## src/rtl/pmd_pkg.sv

```systemverilog
package pmd_pkg;
   localparam int MSG_CODE_BITS = 5;
   localparam int INTX_LINES    = 4;
   localparam int ERR_CLASSES   = 3;

   typedef enum logic [MSG_CODE_BITS-1:0] {
      MSG_INTA_ON      = 5'd0,
      MSG_INTB_ON      = 5'd1,
      MSG_INTC_ON      = 5'd2,
      MSG_INTD_ON      = 5'd3,
      MSG_INTA_OFF     = 5'd4,
      MSG_INTB_OFF     = 5'd5,
      MSG_INTC_OFF     = 5'd6,
      MSG_INTD_OFF     = 5'd7,
      MSG_GPE_ON       = 5'd8,
      MSG_GPE_OFF      = 5'd9,
      MSG_ERR_COR      = 5'd10,
      MSG_ERR_NONFATAL = 5'd11,
      MSG_ERR_FATAL    = 5'd12,
      MSG_PME          = 5'd13,
      MSG_TURNOFF_ACK  = 5'd14,
      MSG_PM_L1        = 5'd15,
      MSG_PM_L23       = 5'd16,
      MSG_ATTN_BTN     = 5'd17,
      MSG_FENCE        = 5'd18,
      MSG_CFG_QUERY    = 5'd19
   } msg_e;

   typedef enum logic [1:0] {
      PM_IDLE  = 2'd0,
      PM_BLOCK = 2'd1,
      PM_WAIT  = 2'd2,
      PM_ACK   = 2'd3
   } pm_state_e;
endpackage

```

## src/rtl/pmd_pm_fsm.sv

```systemverilog
module pmd_pm_fsm
   import pmd_pkg::*;
(
   input  logic clk,
   input  logic rst_n,
   input  logic enter_req,
   input  logic acks_pending,
   output logic tlp_block,
   output logic pm_ack
);
   pm_state_e state_q, state_d;

   always_comb begin
      state_d = state_q;
      unique case (state_q)
         PM_IDLE:  if (enter_req) state_d = PM_BLOCK;
         PM_BLOCK: state_d = PM_WAIT;
         PM_WAIT:  if (!acks_pending) state_d = PM_ACK;
         PM_ACK:   state_d = PM_IDLE;
         default:  state_d = PM_IDLE;
      endcase
   end

   always_ff @(posedge clk or negedge rst_n) begin
      if (!rst_n) state_q <= PM_IDLE;
      else        state_q <= state_d;
   end

   assign tlp_block = (state_q != PM_IDLE);
   assign pm_ack    = (state_q == PM_ACK);


   ack_after_drain_chk: assert property (@(posedge clk) disable iff (!rst_n)
      $rose(pm_ack) |-> $past(!acks_pending && tlp_block));

   ack_single_chk: assert property (@(posedge clk) disable iff (!rst_n)
      pm_ack |=> !pm_ack);

   rest_after_ack_chk: assert property (@(posedge clk) disable iff (!rst_n)
      pm_ack |=> !tlp_block);
endmodule

```

## src/rtl/pmd_port_decode.sv

```systemverilog
module pmd_port_decode
   import pmd_pkg::*;
#(
   parameter int CODE_W = MSG_CODE_BITS
)(
   input  logic                   clk,
   input  logic                   rst_n,
   input  logic                   valid,
   input  logic [CODE_W-1:0]      code,
   input  logic                   attn_en,
   input  logic                   hp_en,
   input  logic                   attn_clr,
   input  logic                   ur_clr,
   output logic [INTX_LINES-1:0]  intx_lvl,
   output logic                   gpe_lvl,
   output logic [ERR_CLASSES-1:0] err_pulse,
   output logic                   pme_pulse,
   output logic                   done_pulse,
   output logic                   credit_pulse,
   output logic                   attn_sts,
   output logic                   hp_irq,
   output logic                   ur_sts,
   output logic                   pm_enter
);
   logic [INTX_LINES-1:0]  intx_set, intx_rel;
   logic                   gpe_set, gpe_rel;
   logic [ERR_CLASSES-1:0] err_hit;
   logic                   pme_hit, done_hit, attn_hit, unk_hit;

   always_comb begin
      intx_set = '0;
      intx_rel = '0;
      gpe_set  = 1'b0;
      gpe_rel  = 1'b0;
      err_hit  = '0;
      pme_hit  = 1'b0;
      done_hit = 1'b0;
      attn_hit = 1'b0;
      unk_hit  = 1'b0;
      pm_enter = 1'b0;
      if (valid) begin
         case (code)
            CODE_W'(MSG_INTA_ON):      intx_set[0] = 1'b1;
            CODE_W'(MSG_INTB_ON):      intx_set[1] = 1'b1;
            CODE_W'(MSG_INTC_ON):      intx_set[2] = 1'b1;
            CODE_W'(MSG_INTD_ON):      intx_set[3] = 1'b1;
            CODE_W'(MSG_INTA_OFF):     intx_rel[0] = 1'b1;
            CODE_W'(MSG_INTB_OFF):     intx_rel[1] = 1'b1;
            CODE_W'(MSG_INTC_OFF):     intx_rel[2] = 1'b1;
            CODE_W'(MSG_INTD_OFF):     intx_rel[3] = 1'b1;
            CODE_W'(MSG_GPE_ON):       gpe_set     = 1'b1;
            CODE_W'(MSG_GPE_OFF):      gpe_rel     = 1'b1;
            CODE_W'(MSG_ERR_COR):      err_hit[0]  = 1'b1;
            CODE_W'(MSG_ERR_NONFATAL): err_hit[1]  = 1'b1;
            CODE_W'(MSG_ERR_FATAL):    err_hit[2]  = 1'b1;
            CODE_W'(MSG_PME):          pme_hit     = 1'b1;
            CODE_W'(MSG_PM_L1),
            CODE_W'(MSG_PM_L23):       pm_enter    = 1'b1;
            CODE_W'(MSG_ATTN_BTN):     attn_hit    = 1'b1;
            CODE_W'(MSG_TURNOFF_ACK),
            CODE_W'(MSG_FENCE),
            CODE_W'(MSG_CFG_QUERY):    done_hit    = 1'b1;
            default:                   unk_hit     = 1'b1;
         endcase
      end
   end

   always_ff @(posedge clk or negedge rst_n) begin
      if (!rst_n) begin
         intx_lvl     <= '0;
         gpe_lvl      <= 1'b0;
         err_pulse    <= '0;
         pme_pulse    <= 1'b0;
         done_pulse   <= 1'b0;
         credit_pulse <= 1'b0;
         attn_sts     <= 1'b0;
         hp_irq       <= 1'b0;
         ur_sts       <= 1'b0;
      end else begin
         for (int i = 0; i < INTX_LINES; i++) begin
            if (intx_set[i])      intx_lvl[i] <= 1'b1;
            else if (intx_rel[i]) intx_lvl[i] <= 1'b0;
         end
         if (gpe_set)      gpe_lvl <= 1'b1;
         else if (gpe_rel) gpe_lvl <= 1'b0;
         err_pulse    <= err_hit;
         pme_pulse    <= pme_hit;
         done_pulse   <= done_hit;
         credit_pulse <= unk_hit;
         hp_irq       <= attn_hit && attn_en && hp_en;
         attn_sts     <= attn_hit | (attn_sts & ~attn_clr);
         ur_sts       <= unk_hit  | (ur_sts   & ~ur_clr);
      end
   end


   err_source_chk: assert property (@(posedge clk) disable iff (!rst_n)
      (|err_pulse) |-> $past(valid));

   err_onehot_chk: assert property (@(posedge clk) disable iff (!rst_n)
      $onehot0(err_pulse));

   hp_gate_chk: assert property (@(posedge clk) disable iff (!rst_n)
      hp_irq |-> ($past(attn_en && hp_en) && attn_sts));

   set_wins_chk: assert property (@(posedge clk) disable iff (!rst_n)
      attn_hit |=> attn_sts);

   credit_status_chk: assert property (@(posedge clk) disable iff (!rst_n)
      credit_pulse |-> ur_sts);
endmodule

```

## src/rtl/pcie_msg_dispatch.sv

```systemverilog
module pcie_msg_dispatch
   import pmd_pkg::*;
#(
   parameter int NUM_PORTS = 4,
   parameter int CODE_W    = MSG_CODE_BITS
)(
   input  logic                        clk,
   input  logic                        rst_n,
   input  logic [NUM_PORTS-1:0]        msg_valid,
   input  logic [NUM_PORTS*CODE_W-1:0] msg_code,
   input  logic [NUM_PORTS-1:0]        attn_en,
   input  logic [NUM_PORTS-1:0]        hp_irq_en,
   input  logic [NUM_PORTS-1:0]        tx_pending,
   input  logic [NUM_PORTS-1:0]        attn_clr,
   input  logic [NUM_PORTS-1:0]        ur_clr,
   output logic [INTX_LINES-1:0]       intx_wire,
   output logic                        gpe_wire,
   output logic                        err_cor_irq,
   output logic                        err_nonfatal_irq,
   output logic                        err_fatal_irq,
   output logic                        pme_out,
   output logic [NUM_PORTS-1:0]        attn_sts,
   output logic [NUM_PORTS-1:0]        hp_irq,
   output logic [NUM_PORTS-1:0]        ur_sts,
   output logic [NUM_PORTS-1:0]        credit_ret,
   output logic [NUM_PORTS-1:0]        msg_done,
   output logic [NUM_PORTS-1:0]        tlp_block,
   output logic [NUM_PORTS-1:0]        pm_ack_req
);
   localparam int MAX_PORTS = 32;

   if (NUM_PORTS < 1 || NUM_PORTS > MAX_PORTS) begin : g_bad_ports
      $error("NUM_PORTS out of range");
   end
   if (CODE_W < MSG_CODE_BITS) begin : g_bad_code
      $error("CODE_W too narrow for the message set");
   end

   logic [INTX_LINES-1:0]  intx_p   [NUM_PORTS];
   logic [ERR_CLASSES-1:0] err_p    [NUM_PORTS];
   logic [NUM_PORTS-1:0]   gpe_p, pme_p, enter_p;

   for (genvar p = 0; p < NUM_PORTS; p++) begin : g_port
      pmd_port_decode #(.CODE_W(CODE_W)) u_dec (
         .clk          (clk),
         .rst_n        (rst_n),
         .valid        (msg_valid[p]),
         .code         (msg_code[p*CODE_W +: CODE_W]),
         .attn_en      (attn_en[p]),
         .hp_en        (hp_irq_en[p]),
         .attn_clr     (attn_clr[p]),
         .ur_clr       (ur_clr[p]),
         .intx_lvl     (intx_p[p]),
         .gpe_lvl      (gpe_p[p]),
         .err_pulse    (err_p[p]),
         .pme_pulse    (pme_p[p]),
         .done_pulse   (msg_done[p]),
         .credit_pulse (credit_ret[p]),
         .attn_sts     (attn_sts[p]),
         .hp_irq       (hp_irq[p]),
         .ur_sts       (ur_sts[p]),
         .pm_enter     (enter_p[p])
      );

      pmd_pm_fsm u_pm (
         .clk          (clk),
         .rst_n        (rst_n),
         .enter_req    (enter_p[p]),
         .acks_pending (tx_pending[p]),
         .tlp_block    (tlp_block[p]),
         .pm_ack       (pm_ack_req[p])
      );
   end

   logic [ERR_CLASSES-1:0] err_any;

   always_comb begin
      intx_wire = '0;
      err_any   = '0;
      for (int p = 0; p < NUM_PORTS; p++) begin
         intx_wire = intx_wire | intx_p[p];
         err_any   = err_any   | err_p[p];
      end
   end

   assign gpe_wire         = |gpe_p;
   assign pme_out          = |pme_p;
   assign err_cor_irq      = err_any[0];
   assign err_nonfatal_irq = err_any[1];
   assign err_fatal_irq    = err_any[2];


   reset_quiet_chk: assert property (@(posedge clk)
      !rst_n |-> (intx_wire == '0 && !gpe_wire && attn_sts == '0 && tlp_block == '0));

   wire_needs_msg_chk: assert property (@(posedge clk) disable iff (!rst_n)
      $rose(intx_wire[0]) |-> $past(|msg_valid));
endmodule

```

## config.mk

```make
export PLATFORM = sky130hd
export DESIGN_NAME = pcie_msg_dispatch
export DESIGN_NICKNAME = d
export VERILOG_FILES = /design/src/rtl/pmd_pkg.sv /design/src/rtl/pmd_pm_fsm.sv /design/src/rtl/pmd_port_decode.sv /design/src/rtl/pcie_msg_dispatch.sv
export SDC_FILE = /design/constraint.sdc
export NUM_CORES = 1
export LEC_CHECK = 0
export BUFFER_PORTS_ARGS = -buffer_cell sky130_fd_sc_hd__buf_2
export CAP_MARGIN = 20
export CORE_ASPECT_RATIO = 1.1
export CORE_MARGIN = 10
export CORE_UTILIZATION = 51
export CTS_BUF_LIST = sky130_fd_sc_hd__clkbuf_4 sky130_fd_sc_hd__clkbuf_8
export CTS_CLUSTER_SIZE = 25
export DETAILED_ROUTE_END_ITERATION = 10
export PLACE_DENSITY = 0.85
export SLEW_MARGIN = 10
export SYNTH_ARGS = -nofsm -noshare
export SYNTH_HDL_FRONTEND = slang
export SYNTH_HIERARCHICAL = 1
export SYNTH_SLANG_ARGS = --single-unit
```

## constraint.sdc

```tcl
create_clock -name clk -period 2.8 [get_ports clk]
set_input_delay 0.14 -clock clk [delete_from_list [all_inputs] [get_ports clk]]
set_output_delay 0.14 -clock clk [all_outputs]
set_load 0.01 [all_outputs]
```

==> impl_metrics.json <==
{
  "powerDensity_mw_per_mm2": 750,
  "setup_tns_ps": 0,
  "p_sw_share_pct": 29.9,
  "hold_end": "g_port[3].u_dec/hp_irq",
  "hold_slack_ps": 42.2,
  "p_seq_share_pct": 41.0,
  "period_share_pct": 57.0,
  "fmax_mhz": 627,
  "pre_cts_slack_ps": 1270,
  "syn_nets": 339,
  "switching_power_mw": 0.852,
  "min_from": "attn_en[3]",
  "cts.sinks": 64,
  "final_area_sq_mm": 0.00380,
  "antenna_found_initial": 0,
  "place_area_sq_mm": 0.00355,
  "p_int_mw": 2.00,
  "relSlewSlack_pct": 45.2,
  "drt_iter0_drc": 182,
  "power_frac_clock_pct": 28.0,
  "vias": 2432,
  "synth.top_cells.by_area": "dfrtp_1 52%, ha_1 6.5%, o31ai_1 3.9%, nor2_1 3.4%, and3_1 2.4%",
  "cts_max_path_buffers": 2,
  "rsz0062_at_grt": "false",
  "worst-r2r-cell-count": 5,
  "drc": 0,
  "die_h_um": 102,
  "areaGrowthSynthToFinish_pct": 23.0,
  "grt_pass1_wl_um": 11900,
  "finalNonFillerCells": 442,
  "yosysTopAreaCell": "dfrtp_1",
  "syn_area_sq_mm": 0.00309,
  "clock_latency_ps": 320,
  "crit_path_start_kind": "flip-flop",
  "cts_root_buf": "clkbuf_8",
  "status": "completed",
  "row_count": 29,
  "ys_seq_area_share_pct": 51.8,
  "portBuffers": 82,
  "dr.pass1.iters": 4,
  "final_core_util_pct": 65.1,
  "dieArea_sq_mm": 0.00958,
  "setup_viol": 0,
  "max_cap_viol_count": 0,
  "grt_pass1_vias": 2519,
  "grt_max_degree": 39,
  "cts_tree": "built",
  "synth-edff-count": 0,
  "r2r_start": "g_port[0].u_pm/state_q[1]",
  "die_w_um": 94.2,
  "power_mw": 2.85,
  "combinationalPowerShare_pct": 31.0,
  "critPathRequiredTime_ps": 2660,
  "initial_core_util_pct": 52.9,
  "drive_gt1_share_pct": 33.7,
  "dp.cells": 422,
  "hold_depth": 2,
  "synthArstFlopShare_pct": 100,
  "period_minus_slack_ps": 1600,
  "antenna_cells": 0,
  "hpwl_um": 5600,
  "syn_inst": 277,
  "final_antenna_net_count": 0,
  "crit_fanout": 2,
  "grt_remaining_overflow": 0,
  "place.gp.congestion": 0.862,
  "via_per_inst": 5.50,
  "leakage_nw": 1.98,
  "numCtsBuffers": 9,
  "synth_seq_cells": 64,
  "ys.flop_type": "dfrtp_1",
  "core_area_sq_mm": 0.00584,
  "fin_ws_ps": 1200,
  "hold_violations": 0,
  "grt_usage_pct": 15.5,
  "avgSynthCellArea_sq_um": 11.2,
  "critPathArrivalTime_ps": 1460,
  "hold_class": "primary input to flip-flop",
  "cp-end-kind": "output pin",
  "wl_per_cell_um": 16.2,
  "fin_nets": 423,
  "fin_skew_ps": 0.686,
  "cts_max_level": 3,
  "num_io_pins": 83,
  "worst_pin_slew_ps": 822,
  "path_clk_slew_ps": 70,
  "irDropWorstVdd_uv": 512,
  "reg2reg_to": "g_port[0].u_pm/state_q[1]",
  "crit_type": "flip-flop to output pin",
  "mostFrequentLayoutCell": "buf_2",
  "final_cell_mix": "82 x buf_2, 64 x dfrtp_1, 28 x nor2_1, 20 x inv_1",
  "slew_viol_final": 0,
  "r2r_slack_ps": 1400,
  "totalWireLength_um": 7160,
  "synth_cell_types": 29,
  "yosys_warnings": 6,
  "synth_top_area_share_pct": 51.8
}
## worst max-delay path by stage
stage / to / from / cells after the start
2_1_floorplan: g_port[0].u_pm/state_q[1] / msg_code[2] / 7
3_3_place_gp: g_port[2].u_pm/state_q[1] / msg_code[12] / 7
3_5_place_dp: g_port[1].u_pm/state_q[1] / msg_code[7] / 7
4_1_cts: intx_wire[0] / g_port[1].u_dec/intx_lvl[0] / 2
5_1_grt: intx_wire[0] / g_port[1].u_dec/intx_lvl[0] / 2
6_report: intx_wire[0] / g_port[1].u_dec/intx_lvl[0] / 2
## routing by layer
layer / global-route usage, % / vias up / share of wire [%]
met4: 4.68 / 0 / 0.84
met1: 18.0 / 1185 / 41
met5: 0 / - / 0
li1: - / 1174 / -
met3: 6.29 / 6 / 8.2
met2: 25.5 / 67 / 50
## power groups by stage
| stage | clock [mW] | sequential (mW) | combinational [mW] |
|---|---|---|---|
| after CTS | 0.821 | 1.17 | 0.901 |
| after global placement | 0 | 1.18 | 0.837 |
| final | 0.800 | 1.17 | 0.883 |
| after detailed placement | 0 | 1.18 | 0.892 |
| after global routing | 0.861 | 1.19 | 0.993 |
| after floorplan | 0 | 1.15 | 0.636 |
## cells in the mapped netlist, drive strengths merged (8+ instances only)
library cell and number:
and3 12, clkbuf 12, dfrtp 64, ha 16, inv 20, nand2 8, nand2b 8, nor2 28
o21ai 16, o31ai 20, or4 9
## kinds of logic after synthesis
| logic type | count (synthesis) | synth area share, % |
|---|---|---|
| AO/OA/AOI/OAI | 64 | 16.7 |
| adder cells (fa/ha/maj) | 16 | 6.48 |
| buffers and inverters | 36 | 4.53 |
| AND/OR/NAND/NOR | 93 | 18.5 |
| multiplexers | 4 | 1.94 |
| flip-flops | 64 | 51.8 |
## sequential cells by signal, indices dropped and copies added (netlist names)
register and cells:
g_port.u_dec/intx_lvl 16, g_port.u_dec/err_pulse 12, g_port.u_pm/state_q 8, g_port.u_dec/attn_sts 4
g_port.u_dec/credit_pulse 4, g_port.u_dec/done_pulse 4, g_port.u_dec/gpe_lvl 4, g_port.u_dec/hp_irq 4
g_port.u_dec/pme_pulse 4, g_port.u_dec/ur_sts 4
## final cells by class
class                      instances  area, sq um
sequential                        64         1600
multi-input combinational        177         1350
fill                             464         2040
clock inverter                     3         40.0
clock buffer                      12          165
tap                               77         96.3
timing repair buffer              89          475
inverter                          20         75.1
## what timing repair did
item                      4_1_cts  5_1_grt
setup buffers                   0        0
gates resized for setup         0        0
hold endpoints to repair       40        0
hold buffers                    5        0
## critical path: stages (launching register included)
cell	delay (ps)
dfrtp_1	400
or4_1	560
buf_2	170
(Power assumes the default switching activity.)
